===== src/rtl/irq_arb_pkg.sv =====
package irq_arb_pkg;
  localparam int PRIO_W    = 8;
  localparam int NPAIR     = PRIO_W / 2;
  localparam int GIE_BIT   = 8;
  localparam int PEND_LSB  = 16;
  localparam int CODE_LSB  = 24;
  localparam int ONE_BIT   = 26;

  typedef logic [PRIO_W-1:0] prio_t;

  // index of the most significant pair a round starts with
  function automatic logic [1:0] top_pair_of(input logic [1:0] code);
    return 2'd3 - code;
  endfunction

  // keep the low 2*(top+1) bits of a priority
  function automatic prio_t range_mask(input logic [1:0] top);
    prio_t m;
    m = '0;
    for (int b = 0; b < NPAIR; b++)
      if (b <= int'(top)) m[2*b +: 2] = 2'b11;
    return m;
  endfunction

  // place a resolved pair at its position
  function automatic prio_t pair_bits(input logic [1:0] val, input logic [1:0] pair);
    return prio_t'(val) << (2 * int'(pair));
  endfunction
endpackage


===== src/rtl/irq_pair_filter.sv =====
module irq_pair_filter
  import irq_arb_pkg::*;
#(
  parameter int NSRC = 8
) (
  input  logic [NSRC-1:0]        cand,
  input  logic [NSRC*PRIO_W-1:0] prio_flat,
  input  logic [1:0]             pair,
  output logic [1:0]             best,
  output logic [NSRC-1:0]        keep
);
  logic [1:0] field [NSRC];

  always_comb begin
    best = 2'd0;
    for (int i = 0; i < NSRC; i++) begin
      field[i] = prio_flat[i*PRIO_W + 2*int'(pair) +: 2];
      if (cand[i] && field[i] > best) best = field[i];
    end
    for (int i = 0; i < NSRC; i++)
      keep[i] = cand[i] && (field[i] == best);
  end
endmodule


===== src/rtl/irq_first_pick.sv =====
module irq_first_pick #(
  parameter int NSRC = 8,
  localparam int IDW = (NSRC > 1) ? $clog2(NSRC) : 1
) (
  input  logic [NSRC-1:0] vec,
  output logic [IDW-1:0]  idx,
  output logic            any
);
  always_comb begin
    idx = '0;
    any = |vec;
    for (int i = NSRC - 1; i >= 0; i--)
      if (vec[i]) idx = IDW'(i);
  end
endmodule


===== src/rtl/irq_round_seq.sv =====
module irq_round_seq
  import irq_arb_pkg::*;
(
  input  logic       clk,
  input  logic       rst_n,
  input  logic [1:0] code,
  input  logic       one_clk,
  output logic       first,
  output logic       resolve,
  output logic       last,
  output logic [1:0] pair,
  output logic [1:0] top
);
  logic       first_q;
  logic [1:0] pair_q;
  logic [1:0] top_q;
  logic       sub_q;
  logic       one_q;
  logic       eff_one;
  logic       eff_sub;

  always_comb begin
    first   = first_q;
    eff_one = first_q ? one_clk : one_q;
    eff_sub = first_q ? 1'b0 : sub_q;
    pair    = first_q ? top_pair_of(code) : pair_q;
    top     = first_q ? top_pair_of(code) : top_q;
    resolve = eff_one | eff_sub;
    last    = resolve && (pair == 2'd0);
  end

  always_ff @(posedge clk or negedge rst_n) begin
    if (!rst_n) begin
      first_q <= 1'b1;
      pair_q  <= 2'd0;
      top_q   <= 2'd0;
      sub_q   <= 1'b0;
      one_q   <= 1'b0;
    end else if (last) begin
      first_q <= 1'b1;
      sub_q   <= 1'b0;
    end else begin
      first_q <= 1'b0;
      top_q   <= top;
      one_q   <= eff_one;
      if (resolve) begin
        pair_q <= pair - 2'd1;
        sub_q  <= 1'b0;
      end else begin
        pair_q <= pair;
        sub_q  <= 1'b1;
      end
    end
  end
endmodule


===== src/rtl/irq_ctrl_word.sv =====
module irq_ctrl_word
  import irq_arb_pkg::*;
(
  input  logic        clk,
  input  logic        rst_n,
  input  logic        we,
  input  logic [31:0] wdata,
  input  logic        take,
  input  logic        ret,
  input  prio_t       pend,
  output logic        gie,
  output logic        gie_saved,
  output logic [1:0]  code,
  output logic        one_clk,
  output logic [31:0] rdata
);
  logic       gie_q, saved_q, one_q;
  logic [1:0] code_q;

  always_ff @(posedge clk or negedge rst_n) begin
    if (!rst_n) begin
      gie_q   <= 1'b0;
      saved_q <= 1'b0;
      code_q  <= 2'd0;
      one_q   <= 1'b0;
    end else begin
      if (we) begin
        code_q <= wdata[CODE_LSB +: 2];
        one_q  <= wdata[ONE_BIT];
      end
      if (take) begin
        saved_q <= gie_q;
        gie_q   <= 1'b0;
      end else if (ret) begin
        gie_q   <= saved_q;
      end else if (we) begin
        gie_q   <= wdata[GIE_BIT];
      end
    end
  end

  always_comb begin
    rdata                   = '0;
    rdata[GIE_BIT]          = gie_q;
    rdata[PEND_LSB +: 8]    = pend;
    rdata[CODE_LSB +: 2]    = code_q;
    rdata[ONE_BIT]          = one_q;
    gie       = gie_q;
    gie_saved = saved_q;
    code      = code_q;
    one_clk   = one_q;
  end
endmodule


===== src/rtl/irq_prio_arbiter.sv =====
module irq_prio_arbiter
  import irq_arb_pkg::*;
#(
  parameter int NSRC = 8,
  localparam int IDW = (NSRC > 1) ? $clog2(NSRC) : 1
) (
  input  logic                   clk,
  input  logic                   rst_n,
  input  logic [NSRC-1:0]        src_req,
  input  logic [NSRC-1:0]        src_en,
  input  logic [NSRC*PRIO_W-1:0] src_prio,
  input  logic [PRIO_W-1:0]      cpu_prio,
  input  logic                   take,
  input  logic                   ret,
  input  logic                   csr_we,
  input  logic [31:0]            csr_wdata,
  output logic [31:0]            csr_rdata,
  output logic                   irq,
  output logic [PRIO_W-1:0]      irq_prio,
  output logic [IDW-1:0]         irq_id
);
  // named internal events
  logic             round_first, round_last, resolve_now;
  logic [1:0]       cur_pair, cur_top;
  logic             gie, gie_saved, one_clk;
  logic [1:0]       code;
  prio_t            mask, pend_q, acc_q, acc_base, acc_d;
  logic [NSRC-1:0]  elig, cand_q, cand_in, keep;
  logic [1:0]       best;
  logic [IDW-1:0]   win_idx, id_q;
  logic             win_any;

  irq_ctrl_word u_ctrl (
    .clk(clk), .rst_n(rst_n), .we(csr_we), .wdata(csr_wdata),
    .take(take), .ret(ret), .pend(pend_q),
    .gie(gie), .gie_saved(gie_saved), .code(code), .one_clk(one_clk),
    .rdata(csr_rdata)
  );

  irq_round_seq u_seq (
    .clk(clk), .rst_n(rst_n), .code(code), .one_clk(one_clk),
    .first(round_first), .resolve(resolve_now), .last(round_last),
    .pair(cur_pair), .top(cur_top)
  );

  assign mask = range_mask(cur_top);

  for (genvar g = 0; g < NSRC; g++) begin : g_elig
    assign elig[g] = src_req[g] && src_en[g] &&
                     ((src_prio[g*PRIO_W +: PRIO_W] & mask) != '0);
  end

  assign cand_in = round_first ? elig : (cand_q & elig);

  irq_pair_filter #(.NSRC(NSRC)) u_filt (
    .cand(cand_in), .prio_flat(src_prio), .pair(cur_pair),
    .best(best), .keep(keep)
  );

  irq_first_pick #(.NSRC(NSRC)) u_pick (
    .vec(keep), .idx(win_idx), .any(win_any)
  );

  always_comb begin
    acc_base = round_first ? '0 : acc_q;
    acc_d    = resolve_now ? (acc_base | pair_bits(best, cur_pair)) : acc_base;
  end

  always_ff @(posedge clk or negedge rst_n) begin
    if (!rst_n) begin
      cand_q <= '0;
      acc_q  <= '0;
      pend_q <= '0;
      id_q   <= '0;
    end else begin
      cand_q <= resolve_now ? keep : cand_in;
      acc_q  <= acc_d;
      if (round_last) begin
        pend_q <= win_any ? acc_d : '0;
        id_q   <= win_any ? win_idx : '0;
      end else if (round_first) begin
        pend_q <= '0;
      end
    end
  end

  assign irq      = gie && (pend_q != '0) && (pend_q > cpu_prio);
  assign irq_prio = pend_q;
  assign irq_id   = id_q;
endmodule


===== config.mk =====
export PLATFORM = sky130hd
export DESIGN_NAME = irq_prio_arbiter
export DESIGN_NICKNAME = d
export VERILOG_FILES = /design/src/rtl/irq_arb_pkg.sv /design/src/rtl/irq_pair_filter.sv /design/src/rtl/irq_first_pick.sv /design/src/rtl/irq_round_seq.sv /design/src/rtl/irq_ctrl_word.sv /design/src/rtl/irq_prio_arbiter.sv
export SDC_FILE = /design/constraint.sdc
export NUM_CORES = 1
export LEC_CHECK = 0
export BUFFER_PORTS_ARGS = -buffer_cell sky130_fd_sc_hd__buf_2
export CORE_ASPECT_RATIO = 1.2
export CORE_MARGIN = 5
export CORE_UTILIZATION = 48
export DETAILED_ROUTE_END_ITERATION = 12
export HOLD_SLACK_MARGIN = 0.12
export PLACE_DENSITY_LB_ADDON = 0.3
export RECOVER_POWER = 100
export SYNTH_ARGS = -nofsm -noshare
export SYNTH_HDL_FRONTEND = slang
export SYNTH_SLANG_ARGS = --single-unit

===== constraint.sdc =====
create_clock -name clk -period 11.39 [get_ports clk]
set_clock_uncertainty 0.2 [all_clocks]
set_input_delay 0 -clock clk [delete_from_list [all_inputs] [get_ports clk]]
set_output_delay 0 -clock clk [all_outputs]
set_load 0.02 [all_outputs]

Yosys cells after proc, flatten, opt, wreduce, memory -nomap -nowiden
Cells that the tools add are included.
{ "op_classes": {"n_reduce_logical": 48, "add_sub_neg": 9, "n_eq_ne": 8, "n_bitwise": 11, "n_shift": 9, "order_cmp": 12, "mux": 38} }
{ "op_table": {"columns": ["cell", "count"], "rows": [
  ["$shiftx 64x32->2", 7],
  ["$and 8x8->8", 9],
  ["$reduce_bool 8->1", 9],
  ["$shiftx 64x4->2", 1],
  ["$mux 8", 7],
  ["$logic_and 1x1->1", 35],
  ["$add 6x3->7 const A", 4],
  ["$mux 2", 14],
  ["$mux 3", 9],
  ["$eq 2x2->1", 8],
  ["$gt 2x2->1", 7],
  ["$add 5x3->6 const A", 2],
  ["$gt 8x8->1", 1],
  ["$mux 1", 8],
  ["$or 8x8->8", 1],
  ["$reduce_or 8->1", 1],
  ["$shl 2x3->8", 1],
  ["$add 4x3->5 const A", 1],
  ["$le 2x2->1 const A", 2],
  ["$reduce_bool 3->1", 1],
  ["$gt 2x1->1 const B", 1],
  ["$le 1x2->1 const A", 1],
  ["$logic_not 2->1", 1],
  ["$reduce_bool 2->1", 1],
  ["3 further kinds", 3]
]} }
{ "word_totals": {"regBits": 39, "out_inout_bits": 44, "inputBits": 125} }

Longest topological paths before layout
{ "logic_depth": {"ltp_word": 43, "mapped_depth": 37, "mapped_depth_nobuf": 35} }

Modules after synthesis
From an unflattened synthesis, not the netlist that was laid out.
{ "unflattened": {"cells_unflattened": 387, "hier_area_um2": 3624.7} }
{ "modules_own_cells": {"columns": ["mod", "area_each_um2", "cells_each", "seq_area_each_um2", "instances"], "rows": [
  ["irq_prio_arbiter", 1677.9, 184, 675.6, 1],
  ["irq_pair_filter", 1032.2, 108, 0.0, 1],
  ["irq_ctrl_word", 446.7, 46, 125.1, 1],
  ["irq_round_seq", 386.6, 36, 176.4, 1],
  ["irq_first_pick", 81.3, 13, 0.0, 1]
]} }

Least setup slack after synthesis
OpenSTA, ideal clock, no wires.
{ "synth_timing": {"path_kind": "register -> register", "start": "reg u_seq.first_q (netlist: u_seq.first)", "end": "reg id_q[0] (netlist: irq_id[0])", "path_buffers": 2, "synth_period_minus_slack_ns": 7.966, "t_required_ns": 11.068, "arrival_time_ns": 7.645, "setup_time_ns": 0.122, "path_slack_ns": 3.424, "path_stages_with_launch": 35, "path_cell_list": "dfstp_2 -> nor2b_1 -> a21o_1 -> buf_6 -> mux4_2 -> and3_1 -> inv_1 -> ha_1 -> a211o_1 -> or4b_1 -> o311a_1 -> or3_1 -> a221o_1 -> nand2_1 -> o21ai_0 -> ha_1 -> nand2_1 -> o21ai_0 -> a211oi_1 -> a21oi_1 -> a31oi_1 -> inv_1 -> ha_1 -> a21oi_1 -> a21oi_1 -> and2_1 -> a311oi_1 -> nor2_2 -> mux2_2 -> and2_1 -> a2111o_1 -> a22o_1 -> o21a_1 -> buf_6 -> a32o_1"} }
{ "synth_between": {"elab_chain_len": 42, "word_cells_on_any_way": 104, "classes_between": "add/sub: 7; order compare: 11; eq/ne: 8; shift: 8; mux: 25; bitwise: 10; reduce/logical: 35"} }
{ "synth_rtl": {"columns": ["item", "line_no", "rtl"], "rows": [
  ["from (decl)", "irq_round_seq.sv:14", "logic first_q;"],
  ["from (signal assigned)", "irq_round_seq.sv:34", "first_q <= 1'b1;"],
  ["from (signal assigned)", "irq_round_seq.sv:40", "first_q <= 1'b1;"],
  ["from (signal assigned)", "irq_round_seq.sv:43", "first_q <= 1'b0;"],
  ["branches (longest 42 deep; another with $add 4x3->5)", null, null],
  ["to (signal assigned)", "irq_prio_arbiter.sv:80", "id_q <= win_any ? win_idx : '0;"],
  ["to (decl)", "irq_prio_arbiter.sv:30", "logic [IDW-1:0] win_idx, id_q;"]
]} }
Parallel ways; which one is timed is not known.
A chain may end at the register's enable or synchronous reset.

Final worst setup path
Same ends and word-level chain as after synthesis.

==> impl.org <==
** Pwr
- IR analysis of the VDD net gives a maximum drop of 134 uV.
- In this run the power density over the cells is 215 nW/um^2.
- In this run the static leakage power is 2.15 nW.

** Clocking
- In this run the clock root is driven by a sky130_fd_sc_hd__clkbuf_8.
- Counting the buffers created by CTS gives 5.
- The clock drives 39 sinks.
- Htree depth :: 2
- No sink is reached through more buffers than the 2 on the longest clock path.
- Number of buffers inserted by post-CTS setup repair :: 0
- # resized after CTS :: 0
- Number of buffers added to fix hold violations after cts :: 31
- CTS tree :: built
- Clock insertion delay at the later pin of the skew report :: 0.29 ns
- Clock-pin slew was measured on the worst setup and hold paths at 0.08 ns.

** Yosys
- The top cell type by area accounts for 25.9% of the synthesized area.
- By area the synthesized netlist is led by sky130_fd_sc_hd__dfrtp_1 (26%), sky130_fd_sc_hd__mux4_2 (9.2%), sky130_fd_sc_hd__buf_4 (6.5%).
- Unique masters post-synth :: 64
- In the synthesized netlist the async set-or-reset flop fraction comes to 100%.
- Syn. warnings :: 0
- Syn Area/Cell :: slightly below 9 sq um
- Ranked by instance count, the synthesized netlist is headed by sky130_fd_sc_hd__dfrtp_1 (38), sky130_fd_sc_hd__nor2_1 (33), sky130_fd_sc_hd__buf_4 (32).
- Summing every instance area after synthesis gives 3670 sq um.
- Most frequently used cell type in the post-synthesis netlist :: sky130_fd_sc_hd__dfrtp_1
- Synthesis inferred 39 register bits.
- Area leader, netlist :: sky130_fd_sc_hd__dfrtp_1
- The share of the Yosys chip area taken by registers is 26.6%.
- Cell count after synthesis :: 410
- Among all flip-flop cells after synthesis, the most frequent one is sky130_fd_sc_hd__dfrtp_1.
- Number of enable-type register cells in the synthesized netlist :: 0

** Route
- Vias post-DR :: 3802
- Post-DR wirelength/cell :: ~17 um
- Detail Route Antenna Nets :: 0
- Wire segments on met2 add up to 5350 um in the final route.
- DRC Markers :: 0
- The final layout contains routed wiring with a total length of 11200 um.
- Metal-1 WL :: 4520 um
- First drt pass iteration count :: 4
- In the detailed route, the total length drawn on met3 is a little under 1000 um.
- Top metal layer carrying routed signals :: met4
- Starting DRT DRC Count :: 188
- After detailed routing, the number of vias per cell comes to 5.93.

** STA
- At the pin with the least slew margin, the transition time is approximately 2 ns.
- The total count of hold-check failures in the final report came to 0.
- Max Transition Viols Final :: 40
- Headroom to the max-slew limit came out at -36.7%.
- Setup TNS :: 0 ns
- Worst-case hold slack :: 0.181 ns
- Shortest clock period the worst path allows after layout :: 10.11 ns
- Worst setup slack after layout :: about 1.3 ns
- Static timing analysis puts the maximum clock frequency at 0.0989 GHz.
- The worst path uses 88.8% of the clock period.
- Unrepaired setup endpoints after global routing :: no
- Setup violations remaining at the end of the flow were counted as 0.

** Placed design
- Buffers placed on the I/O ports in this run total 120.
- Summed over all nets, the half-perimeter wirelength after detailed placement is 8580 um.
- Placement-stage worst setup slack :: around 2.0 ns
- In this run the cell area measured after placement is 4180 sq um.
- Routability-driven placement congestion ratio :: about 0.96

** Critical path
- The largest individual stage delay along the critical path comes from the cell sky130_fd_sc_hd__dfstp_1.
- Type of the worst setup path :: reg -> reg
- Startpoint of the worst setup timing path :: u_seq.first$_DFF_PN1_
- The setup check on the worst reg-to-reg path leaves a slack of 1.28 ns.
- Data required time at the worst endpoint :: 11.38 ns
- Endpoint arrival time on the critical path :: a little over 10 ns
- The startpoint identified for the worst register-to-register timing path is u_seq.first$_DFF_PN1_.
- Capturing element type of the critical path :: flop
- Element type at the critical path start :: flop
- CP Max Fanout :: 17
- Slowest Stage Delay on Critical Path :: 0.98 ns

** Floorplan
- In this run the standard cell core region covers 7580 sq um.
- During I/O placement, the number of pins put on the boundary was 169.
- In this run the horizontal extent of the chip is 89.8 um.
- Die height :: 106 um
- The die covers 9500 sq um.
- Row generation in the floorplan step produced 35 rows.
- The initial utilization of the core area, before any placement, comes to between 40% and 50%.

** Hold path
- In this run the most critical hold path is launched from src_prio[28].
- The worst hold path belongs to the class in -> reg.

** Cells and area
- Share of post-route cells with drive strength above 1 :: 24.2%
- Net count of the finished layout :: 688
- Compared with the post-synthesis result, the final layout area differs by 24.7%.
- 0 antenna diodes ended up in the layout.
- Once layout is done, the placed cells without fillers occupy between 4000 and 5000 sq um.

** Global route
- Pin count of the biggest net entering global routing :: 40
- The first global-routing pass estimated 17700 um of wire.
- Number of antenna violations at the first check in global routing :: 0
- In the global route stage, overall resource usage came out at 22.6%.
- The number of global-route vias before repair came to 3813.
- Total overflow reported by the global router :: 0

** Run
- Count of max-cap constraint violations :: 1

** Outcome
- Failing checks :: capacitance limit, slew limit
- The run finished, with violations left.
## final timing paths
path	depth (start not counted)	to
min in group asynchronous	2	u_ctrl.code[1]$_DFFE_PN0P_
min reg2reg	2	irq_id[2]$_DFFE_PN0P_
max in group asynchronous	2	cand_q[2]$_DFF_PN0_
min	5	cand_q[3]$_DFF_PN0_
max	32	irq_id[0]$_DFFE_PN0P_
max reg2reg	32	irq_id[0]$_DFFE_PN0P_
## sequential cells by signal, summed over array words and instances (netlist names)
register          cells
u_seq.pair_q          2
u_seq.sub_q           1
u_ctrl.one_clk        1
u_seq.first           1
u_ctrl.gie_saved      1
u_seq.one_q           1
u_ctrl.gie            1
u_seq.top_q           2
irq_id                3
u_ctrl.code           2
irq_prio              8
cand_q                8
acc_q                 8
## cells by family after synthesis
| family | share of synthesized area [%] |
|---|---|
| AOI/OAI and AO/OA | 25.9 |
| DFF | 26.6 |
| muxes | 11.6 |
| xor gates and xnor gates | 2.63 |
| adders and majority gates | 5.11 |
| and+or+nand+nor | 17.4 |
| buffers and inverters | 10.6 |
| other | 0.102 |
## cells in the final DEF, fill, tap and decap left out, drive strengths merged, types with 5 or more instances in the layout
cell / instances
nand2: 25
nor2: 34
nor4: 10
nand2b: 9
conb: 20
o21ai: 20
o211ai: 7
and2: 7
mux4: 15
ha: 15
and3: 5
mux2: 6
a22o: 11
buf: 98
o21a: 5
nor2b: 8
a21oi: 22
nand3: 11
a211oi: 5
dlygate4sd3: 31
inv: 25
dfrtp: 38
clkbuf: 30
o2bb2ai: 8
xnor2: 9
## routing by layer
layer / GRT usage (%) / up-vias
met4: 9.07 / 0
met2: 38.8 / 190
met3: 4.85 / 31
li1: - / 1794
met5: 0 / -
met1: 27.4 / 1787
## power by group
part,internal (mW),total (mW),switching (mW)
combinational,0.261,0.661,0.400
clock,0.0660,0.119,0.0530
sequential,0.176,0.203,0.0276
## per-stage QoR
stage          total power [mW]  utilization [%]  cells
4_1_cts                   0.981             60.8    641
3_3_place_gp              0.828             55.2    602
5_1_grt                    1.06             60.4    641
2_1_floorplan             0.702                -    429
3_5_place_dp              0.846             55.2    602
6_report                  0.984             60.4    641
## worst max-delay path, delay by kind of cell (launching register included)
kind	cells	cell delay [ns]
flops	1	0.98
compound gates	16	3.97
buf+inv	2	0.17
fa+ha+maj	3	0.90
simple gates	10	3.36
mux	1	0.43
## final cells by class
type / count / area [sq um]
clock buffer: 5 / 68.8
tap: 92 / 115
timing repair buffer: 154 / 902
clock inverter: 3 / 46.3
inverter: 25 / 93.8
sequential: 39 / 977
fill: 690 / 3000
multi-input combinational: 323 / 2370
Note: power is estimated with default switching activity, not from simulation.
